## config.mk

```make
export PLATFORM = sky130hd
export DESIGN_NAME = dac_bank
export DESIGN_NICKNAME = d
export VERILOG_FILES = /design/src/rtl/dac_bank_pkg.sv /design/src/rtl/dbk_edge.sv /design/src/rtl/dbk_in_rank.sv /design/src/rtl/dbk_out_rank.sv /design/src/rtl/dac_bank.sv
export SDC_FILE = /design/constraint.sdc
export NUM_CORES = 1
export LEC_CHECK = 0
export ABC_AREA = 1
export BUFFER_PORTS_ARGS = -buffer_cell sky130_fd_sc_hd__buf_2
export CAP_MARGIN = 20
export CELL_PAD_IN_SITES_DETAIL_PLACEMENT = 2
export CELL_PAD_IN_SITES_GLOBAL_PLACEMENT = 2
export CORE_ASPECT_RATIO = 0.6
export CORE_MARGIN = 8
export CORE_UTILIZATION = 31
export DETAILED_ROUTE_END_ITERATION = 8
export PLACE_DENSITY = 0.83
export SLEW_MARGIN = 20
export SYNTH_ARGS = -nofsm -noshare
export SYNTH_HDL_FRONTEND = slang
export SYNTH_HIERARCHICAL = 1
export SYNTH_SLANG_ARGS = --single-unit
```

## constraint.sdc

```tcl
create_clock -name clk_i -period 1.7 [get_ports clk_i]
set_input_delay 0.34 -clock clk_i [delete_from_list [all_inputs] [get_ports clk_i]]
set_output_delay 0.34 -clock clk_i [all_outputs]
set_load 0.01 [all_outputs]
```

## src/rtl/dac_bank_pkg.sv

```systemverilog
package dac_bank_pkg;
  typedef enum logic [1:0] {
    CLR_NONE = 2'd0,
    CLR_ZERO = 2'd1,
    CLR_MID  = 2'd2
  } clr_cmd_e;
endpackage

```

## src/rtl/dbk_edge.sv

```systemverilog
module dbk_edge (
  input  logic clk_i,
  input  logic rst_ni,
  input  logic lvl_i,
  output logic rise_o
);
  logic lvl_q;

  // Starts high so that a level already high at reset release is no edge.
  always_ff @(posedge clk_i or negedge rst_ni) begin
    if (!rst_ni) lvl_q <= 1'b1;
    else         lvl_q <= lvl_i;
  end

  assign rise_o = lvl_i & ~lvl_q;
endmodule

```

## src/rtl/dbk_in_rank.sv

```systemverilog
module dbk_in_rank
  import dac_bank_pkg::*;
#(
  parameter int NCH = 4,
  parameter int CW  = 16,
  localparam int AW = (NCH > 1) ? $clog2(NCH) : 1
) (
  input  logic              clk_i,
  input  logic              rst_ni,
  input  clr_cmd_e          clr_cmd_i,
  input  logic              load_ni,
  input  logic              bcast_i,
  input  logic [AW-1:0]     addr_i,
  input  logic [CW-1:0]     code_i,
  output logic [NCH*CW-1:0] rank_o
);
  localparam logic [CW-1:0] MID = {1'b1, {(CW-1){1'b0}}};

  for (genvar ch = 0; ch < NCH; ch++) begin : g_ch
    logic          hit;
    logic [CW-1:0] val_q;

    assign hit = !load_ni && (bcast_i || (addr_i == AW'(ch)));

    always_ff @(posedge clk_i or negedge rst_ni) begin
      if (!rst_ni)                    val_q <= MID;
      else if (clr_cmd_i == CLR_MID)  val_q <= MID;
      else if (clr_cmd_i == CLR_ZERO) val_q <= '0;
      else if (hit)                   val_q <= code_i;
    end

    assign rank_o[ch*CW +: CW] = val_q;
  end
endmodule

```

## src/rtl/dbk_out_rank.sv

```systemverilog
module dbk_out_rank
  import dac_bank_pkg::*;
#(
  parameter int NCH = 4,
  parameter int CW  = 16
) (
  input  logic              clk_i,
  input  logic              rst_ni,
  input  clr_cmd_e          clr_cmd_i,
  input  logic              upd_i,
  input  logic [NCH*CW-1:0] rank_i,
  output logic [NCH*CW-1:0] rank_o
);
  localparam logic [CW-1:0] MID = {1'b1, {(CW-1){1'b0}}};

  always_ff @(posedge clk_i or negedge rst_ni) begin
    if (!rst_ni)                    rank_o <= {NCH{MID}};
    else if (clr_cmd_i == CLR_MID)  rank_o <= {NCH{MID}};
    else if (clr_cmd_i == CLR_ZERO) rank_o <= '0;
    else if (upd_i)                 rank_o <= rank_i;
  end
endmodule

```

## src/rtl/dac_bank.sv

```systemverilog
module dac_bank
  import dac_bank_pkg::*;
#(
  parameter int NCH = 4,
  parameter int CW  = 16,
  localparam int AW = (NCH > 1) ? $clog2(NCH) : 1
) (
  input  logic              clk_i,
  input  logic              rst_ni,
  input  logic [AW-1:0]     addr_i,
  input  logic              bcast_i,
  input  logic [CW-1:0]     code_i,
  input  logic              load_ni,
  input  logic              upd_i,
  input  logic              clr_i,
  input  logic              clr_mid_i,
  output logic [NCH*CW-1:0] dac_code_o
);
  logic              upd_rise;
  logic              clr_rise;
  clr_cmd_e          clr_cmd;
  logic [NCH*CW-1:0] in_rank_w;

  dbk_edge u_upd_edge (
    .clk_i (clk_i), .rst_ni (rst_ni), .lvl_i (upd_i), .rise_o (upd_rise)
  );

  dbk_edge u_clr_edge (
    .clk_i (clk_i), .rst_ni (rst_ni), .lvl_i (clr_i), .rise_o (clr_rise)
  );

  always_comb begin
    if (!clr_rise)      clr_cmd = CLR_NONE;
    else if (clr_mid_i) clr_cmd = CLR_MID;
    else                clr_cmd = CLR_ZERO;
  end

  dbk_in_rank #(.NCH(NCH), .CW(CW)) u_in (
    .clk_i     (clk_i),
    .rst_ni    (rst_ni),
    .clr_cmd_i (clr_cmd),
    .load_ni   (load_ni),
    .bcast_i   (bcast_i),
    .addr_i    (addr_i),
    .code_i    (code_i),
    .rank_o    (in_rank_w)
  );

  dbk_out_rank #(.NCH(NCH), .CW(CW)) u_out (
    .clk_i     (clk_i),
    .rst_ni    (rst_ni),
    .clr_cmd_i (clr_cmd),
    .upd_i     (upd_rise),
    .rank_i    (in_rank_w),
    .rank_o    (dac_code_o)
  );
endmodule

```

==> results.sh, run 1 <==
export IMPL_highest_layer="met5"
export IMPL_grt_overflow=0
export IMPL_post_route_period_util_pct=106
export IMPL_skew_ps=7.84
export IMPL_tightest_slew_ps=549
export IMPL_worstSetupStartpointType="flop"
export IMPL_vias_per_cell=5.54
export IMPL_cp_required_ps=2050
export IMPL_cts_clk_slew_worst_paths_ps=60
export IMPL_core_area_um2=18200
export IMPL_wl_met3_um=1370
export IMPL_finalInstanceArea_um2=7780
export IMPL_antenna_found_initial=2
export IMPL_cts_tree="done"
export IMPL_layout_drive_gt1_share_pct=30.4
export IMPL_synthDistinctLibCells=20
export IMPL_dp_cells=971
export IMPL_power_leakage_nw=4.19
export IMPL_io_pins=89
export IMPL_yosys_top_cells_area="dfrtp_1 52%, nand2_1 14%, nand4_1 13%"
export IMPL_worst_slack_ps=-105
export IMPL_numCtsBuffers=17
export IMPL_finalCriticalPeriod_ps=1810
export IMPL_final_common_cell="nand2_1"
export IMPL_io_buffer_count=88
export IMPL_m1WireLength_um=11700
export IMPL_syn_to_final_growth_pct=33.9
export IMPL_clock_sinks=130
export IMPL_dieWidth_um=193
export IMPL_ant_nets=0
export IMPL_start_util_pct=31.9
export IMPL_critPathMaxStageDelay_ps=530
export IMPL_regToRegSetupSlack_ps=-110
export IMPL_worstPathCellList="nor2_2 > inv_1 > nor2_2 > buf_6 > inv_4 > nor2_4 > nor2_4 > buf_12 > buf_16 > nand3_1 > nand2_1"
export IMPL_cts_root_buf="clkbuf_16"
export IMPL_yosys_warnings=6
export IMPL_ys_ff_latch=130
export IMPL_grt_total_usage_pct=20.1
export IMPL_synth_area_leader_cell="dfrtp_1"
export IMPL_hold_violations=0
export IMPL_design_power_total_mw=8.99
export IMPL_avgSynthCellArea_um2=9.00
export IMPL_drv_slew=0
export IMPL_irDropWorstVdd_mv=0.752
export IMPL_drv_max_cap_violation_count=0
export IMPL_status="complete, but fails checks"
export IMPL_num_vias=5661
export IMPL_powerDensity_nw_per_um2=1160
export IMPL_netlist_area_um2=5810
export IMPL_path_class="flop to flop"
export IMPL_drtIter0Drc=327
export IMPL_slew_headroom_pct=63.3
export IMPL_first_global_vias=6213
export IMPL_yosysTopAreaCellShare_pct=51.7
export IMPL_fin_nets=792
export IMPL_worstSetupEndpointType="flop"
export IMPL_holdCritPathClass="input pin to flop"
export IMPL_wl_per_cell_um=25.5
export IMPL_gp_congestion=0.799
export IMPL_final_cell_count_no_fill=1021
export IMPL_totalNegativeSetupSlack_ps=-1650
export IMPL_grt_max_degree=47
export IMPL_drc=0
export IMPL_route_met2_wl_um=12300
export IMPL_rsz0062_at_grt="true"
export IMPL_fmax_mhz=554
export IMPL_clock_latency_ps=430
export IMPL_syn_num_nets=670
export IMPL_grt_pass1_wl_um=36400
export IMPL_worstPathArrival_ps=2150
export IMPL_post_dp_hpwl_um=15200
export IMPL_fp_dieArea_um2=23500
export IMPL_cpMaxStageDelayCell="dfstp_2"
export IMPL_cp_max_fo=13
export IMPL_postPlaceCellArea_um2=6750
export IMPL_die_y_um=122
export IMPL_routed_wl_um=26100
export IMPL_postSynthCellCount=645
export IMPL_finalSetupViolCount=50
export IMPL_first_pass_iters=4
export IMPL_dp_slack_ps=-197
export IMPL_clockBufferDepth=2
export IMPL_layout_common_cells="209 x nand2_1, 120 x dfrtp_1, 120 x nand4_1, 87 x buf_2, 63 x nand3_1"
export IMPL_fp_row_count=38
export IMPL_violations="setup timing"
export IMPL_cts_htree_levels=4
export IMPL_synth_seq_area_share_pct=56.2
power by group:
part	leakage (nW)	internal, mW	switching (mW)
sequential	1.68	3.52	0.295
combinational	2.25	0.605	1.02
clock	0.262	2.07	1.48
total	4.19	6.20	2.80
metal layers:
| metal | vias to the layer above | global-route usage (%) |
|---|---|---|
| li1 | 2462 | - |
| met1 | 2964 | 26.1 |
| met2 | 174 | 33.0 |
| met3 | 59 | 4.94 |
| met4 | 2 | 5.89 |
| met5 | - | 0 |
path summary, 6_finish.rpt:
check | from | to | cells past startpoint
max | u_clr_edge/lvl_q$_DFF_PN1_ | u_in/g_ch[2].val_q[4]$_DFFE_PN0P_ | 11
min | upd_i | u_upd_edge/lvl_q$_DFF_PN1_ | 1
max reg2reg | u_clr_edge/lvl_q$_DFF_PN1_ | u_in/g_ch[2].val_q[4]$_DFFE_PN0P_ | 11
min reg2reg | u_in/g_ch[0].val_q[4]$_DFFE_PN0P_ | u_in/g_ch[0].val_q[4]$_DFFE_PN0P_ | 2
max in group asynchronous | rst_ni | u_in/g_ch[2].val_q[15]$_DFFE_PN1P_ | 3
min in group asynchronous | rst_ni | u_out/rank_o[48]$_DFFE_PN0P_ | 2
logic make-up after synthesis:
| group | share of synthesized area [%] |
|---|---|
| flops | 56.2 |
| compound gates | 0.603 |
| simple gates | 35.5 |
| buf+inv | 7.63 |
flip-flops by register name, indices dropped and copies added (netlist names):
signal and count:
u_out/rank_o 64, u_in/g_ch.val_q 64, u_clr_edge/lvl_q 1, u_upd_edge/lvl_q 1
critical path, delay by kind of cell, from the launching register on:
kind	cells	cell delay (ps)
buffers and inverters	5	600
DFF	1	530
and+or+nand+nor	6	580
per-stage QoR:
stage | hold WS, ps | util [%]
after floorplan | 44.4 | -
after global placement | 262 | 37.0
after detailed placement | 270 | 37.0
after CTS | 2.79 | 40.6
after global routing | 4.07 | 42.7
final | 17.2 | 42.7
final cells by class:
type	count	area [um^2]
tap	240	300
antenna	1	2.50
clock inverter	10	85.1
inverter	17	66.3
sequential	130	3270
clock buffer	22	464
fill	1974	10400
multi-input combinational	444	2250
timing repair buffer	157	1340
synth_stat cells, drive strengths merged:
cell,count
nor2,26
inv,17
dfrtp,120
nand4,120
clkbuf,1
buf,55
nand2,224
nand3,65
o21ai,7
dfstp,10
timing repair:
item | CTS | global route
buffers inserted | 1 | 4
hold buffers | 1 | 0
gates resized for setup | 10 | 38
endpoints found under the setup margin | 69 | 89
pin swaps | 1 | 16
hold endpoints to repair | 12 | 0
gates cloned | 1 | 10
(Power assumes the default switching activity.)
==> inputs of run 2 (changes only) <==
--- a/config.mk
+++ b/config.mk
@@ -5,14 +5,13 @@
 export SDC_FILE = /design/constraint.sdc
 export NUM_CORES = 1
 export LEC_CHECK = 0
-export ABC_AREA = 1
 export BUFFER_PORTS_ARGS = -buffer_cell sky130_fd_sc_hd__buf_2
 export CAP_MARGIN = 20
 export CELL_PAD_IN_SITES_DETAIL_PLACEMENT = 2
 export CELL_PAD_IN_SITES_GLOBAL_PLACEMENT = 2
 export CORE_ASPECT_RATIO = 0.6
-export CORE_MARGIN = 8
-export CORE_UTILIZATION = 31
+export CORE_MARGIN = 5
+export CORE_UTILIZATION = 33
 export DETAILED_ROUTE_END_ITERATION = 8
 export PLACE_DENSITY = 0.83
 export SLEW_MARGIN = 20
==> results.sh, run 2 <==
export IMPL_status="finished clean"
export IMPL_power_leakage_nw=3.48
export IMPL_cts_tree="done"
export IMPL_multi_input_area_um2=2000
export IMPL_cpMaxStageDelayCell="dfstp_2"
export IMPL_ys_ff_latch=130
export IMPL_start_util_pct=33.7
export IMPL_fmax_mhz=624
export IMPL_grt_max_degree=49
export IMPL_layout_drive_gt1_share_pct=28.5
export IMPL_synth_top_flop_cell="dfrtp_1"
export IMPL_area_sequential_um2=3270
export IMPL_antenna_found_initial=0
export IMPL_io_pins=89
export IMPL_first_global_vias=4560
export IMPL_worst_slack_ps=96.4
export IMPL_yosys_top_cells_area="dfrtp_1 55%, mux2i_1 14%, nor2_1 5.6%"
export IMPL_finalCriticalPeriod_ps=1600
export IMPL_cts_clk_slew_worst_paths_ps=50
export IMPL_gp_congestion=0.802
export IMPL_ant_nets=0
export IMPL_fill_cells=1690
export IMPL_avgSynthCellArea_um2=11.3
export IMPL_async_flop_share_pct=100
export IMPL_final_common_cell="dfrtp_1"
export IMPL_clock_latency_ps=410
export IMPL_finalSetupViolCount=0
export IMPL_path_class="flop to flop"
export IMPL_grt_total_usage_pct=18.8
export IMPL_synth_most_common_cell="dfrtp_1"
export IMPL_core_area_um2=16300
export IMPL_netlist_area_um2=5480
export IMPL_routed_wl_um=17600
export IMPL_dp_cells=790
export IMPL_yosysTopAreaCellShare_pct=54.8
export IMPL_first_pass_iters=4
export IMPL_wl_per_cell_um=21.4
export IMPL_dp_slack_ps=-179
export IMPL_drtIter0Drc=178
export IMPL_final_cell_count_no_fill=821
export IMPL_insertedDiodeCount=0
export IMPL_die_y_um=110
export IMPL_fp_dieArea_um2=19400
export IMPL_drv_slew=0
export IMPL_synth_commonest_cells="120 x dfrtp_1, 81 x nor2_1, 77 x mux2i_1"
export IMPL_fp_row_count=36
export IMPL_synth_edf_count=0
export IMPL_cp_max_fo=42
export IMPL_post_route_period_util_pct=94.3
export IMPL_totalNegativeSetupSlack_ps=0
export IMPL_synth_area_leader_cell="dfrtp_1"
export IMPL_tightest_slew_ps=760
export IMPL_syn_num_nets=508
export IMPL_numCtsBuffers=17
export IMPL_cts_htree_levels=4
export IMPL_post_dp_hpwl_um=11700
export IMPL_io_buffer_count=88
export IMPL_vias_per_cell=4.91
export IMPL_yosys_warnings=6
export IMPL_hold_violations=0
export IMPL_critPathMaxStageDelay_ps=540
export IMPL_powerDensity_nw_per_um2=1260
export IMPL_num_vias=4031
export IMPL_drc=0
export IMPL_cts_root_buf="clkbuf_16"
export IMPL_holdCritPathClass="input pin to flop"
export IMPL_worstSetupStartpointType="flop"
export IMPL_skew_ps=9.90
export IMPL_fin_nets=607
export IMPL_synthDistinctLibCells=30
export IMPL_synth_seq_area_share_pct=59.6
export IMPL_slew_headroom_pct=49.3
export IMPL_grt_pass1_wl_um=27400
export IMPL_clock_sinks=130
export IMPL_design_power_total_mw=8.68
export IMPL_drv_max_cap_violation_count=0
export IMPL_worstSetupEndpointType="flop"
export IMPL_rsz0062_at_grt="false"
export IMPL_cp_required_ps=1990
export IMPL_reg_largest_list="u_in/g_ch.val_q: 64 flops, u_out/rank_o: 64 flops"
export IMPL_grt_overflow=0
export IMPL_dieWidth_um=176
export IMPL_irDropWorstVdd_mv=0.560
export IMPL_postSynthCellCount=483
export IMPL_layout_common_cells="120 x dfrtp_1, 87 x buf_2, 80 x nor2_1, 77 x mux2i_1, 60 x nand2_1"
export IMPL_worstPathArrival_ps=1890
export IMPL_worstPathCellList="nor2b_4 > and2_2 > xor2_4 > buf_12 > a21oi_1"
export IMPL_syn_to_final_growth_pct=26.2
export IMPL_clockBufferDepth=2
==> run 2: cell types whose count changed after synthesis, moves of 31 or more <==
cell / before / now
nand4_1: 120 / 0
nand3_1: 65 / 13
nand2_1: 218 / 60
mux2i_1: 0 / 77
a21oi_1: 0 / 31
nor2_1: 20 / 81
==> run 2: where the power goes <==
part / internal, mW / switching (mW)
clock: 2.33 / 1.33
combinational: 0.512 / 0.759
sequential: 3.49 / 0.258
total: 6.33 / 2.35
==> run 2: logic make-up (layout without fill, tap and decap cells) <==
family	count (synthesis)	in the layout	synth area share, %
adders and majority gates	8	8	1.58
muxes	81	81	14.9
and+or+nand+nor	163	163	12.2
DFF	130	130	59.6
buffers and inverters	47	157	4.91
xor gates and xnor gates	3	3	0.823
AOI/OAI and AO/OA	51	51	5.94
==> run 2: layout make-up <==
class,instances,area share (%)
Timing Repair Buffer,112,10.5
Multi-Input combinational cell,306,28.9
Sequential cell,130,47.3
Tap cell,228,4.13
Clock buffer,25,7.31
Inverter,15,0.815
Clock inverter,5,1.09
==> run 2: critical path: cells and delay by family (launching register included) <==
kind	cells	cell delay (ps)
AO/OA/AOI/OAI	1	270
XOR/XNOR	1	190
buffers and inverters	1	200
flip-flops	1	540
AND/OR/NAND/NOR	2	280
==> run 2: repair_timing <==
action                                  4_1_cts  5_1_grt
buffers inserted                              0        0
endpoints found under the setup margin        3       10
gates resized for setup                       3        3
hold buffers                                  1        0
hold endpoints to repair                     28        0
==> run 2: final timing paths <==
| kind | start | endpoint | slack, ps | cells past startpoint |
|---|---|---|---|---|
| worst max-delay path | u_clr_edge/lvl_q$_DFF_PN1_ | u_in/g_ch[3].val_q[1]$_DFFE_PN0P_ | 100 | 5 |
| worst min-delay path | clr_i | u_clr_edge/lvl_q$_DFF_PN1_ | 50 | 1 |
| worst max register to register | u_clr_edge/lvl_q$_DFF_PN1_ | u_in/g_ch[3].val_q[1]$_DFFE_PN0P_ | 100 | 5 |
| worst min register to register | u_out/rank_o[4]$_DFFE_PN0P_ | u_out/rank_o[4]$_DFFE_PN0P_ | 520 | 2 |
| max in group asynchronous | rst_ni | u_in/g_ch[3].val_q[4]$_DFFE_PN0P_ | 550 | 3 |
| min in group asynchronous | rst_ni | u_in/g_ch[2].val_q[0]$_DFFE_PN0P_ | 470 | 2 |
==> run 2: metrics by stage <==
stage / util, % / hold slack, ps / cell area (um^2)
after CTS: 42.4 / 26.3 / 6900
after detailed placement: 38.7 / 351 / 6290
after floorplan: - / 44.4 / 5480
final: 42.5 / 45.9 / 6910
after global placement: 38.7 / 338 / 6290
after global routing: 42.5 / 23.0 / 6910
==> run 2: layer usage <==
layer / routed length, um / part of all wire (%) / global-route usage [%]
met5: 0 / 0 / 0
met2: 8490 / 48 / 30.9
met1: 8090 / 46 / 25.1
met3: 855 / 4.9 / 5.19
met4: 169 / 0.96 / 4.45
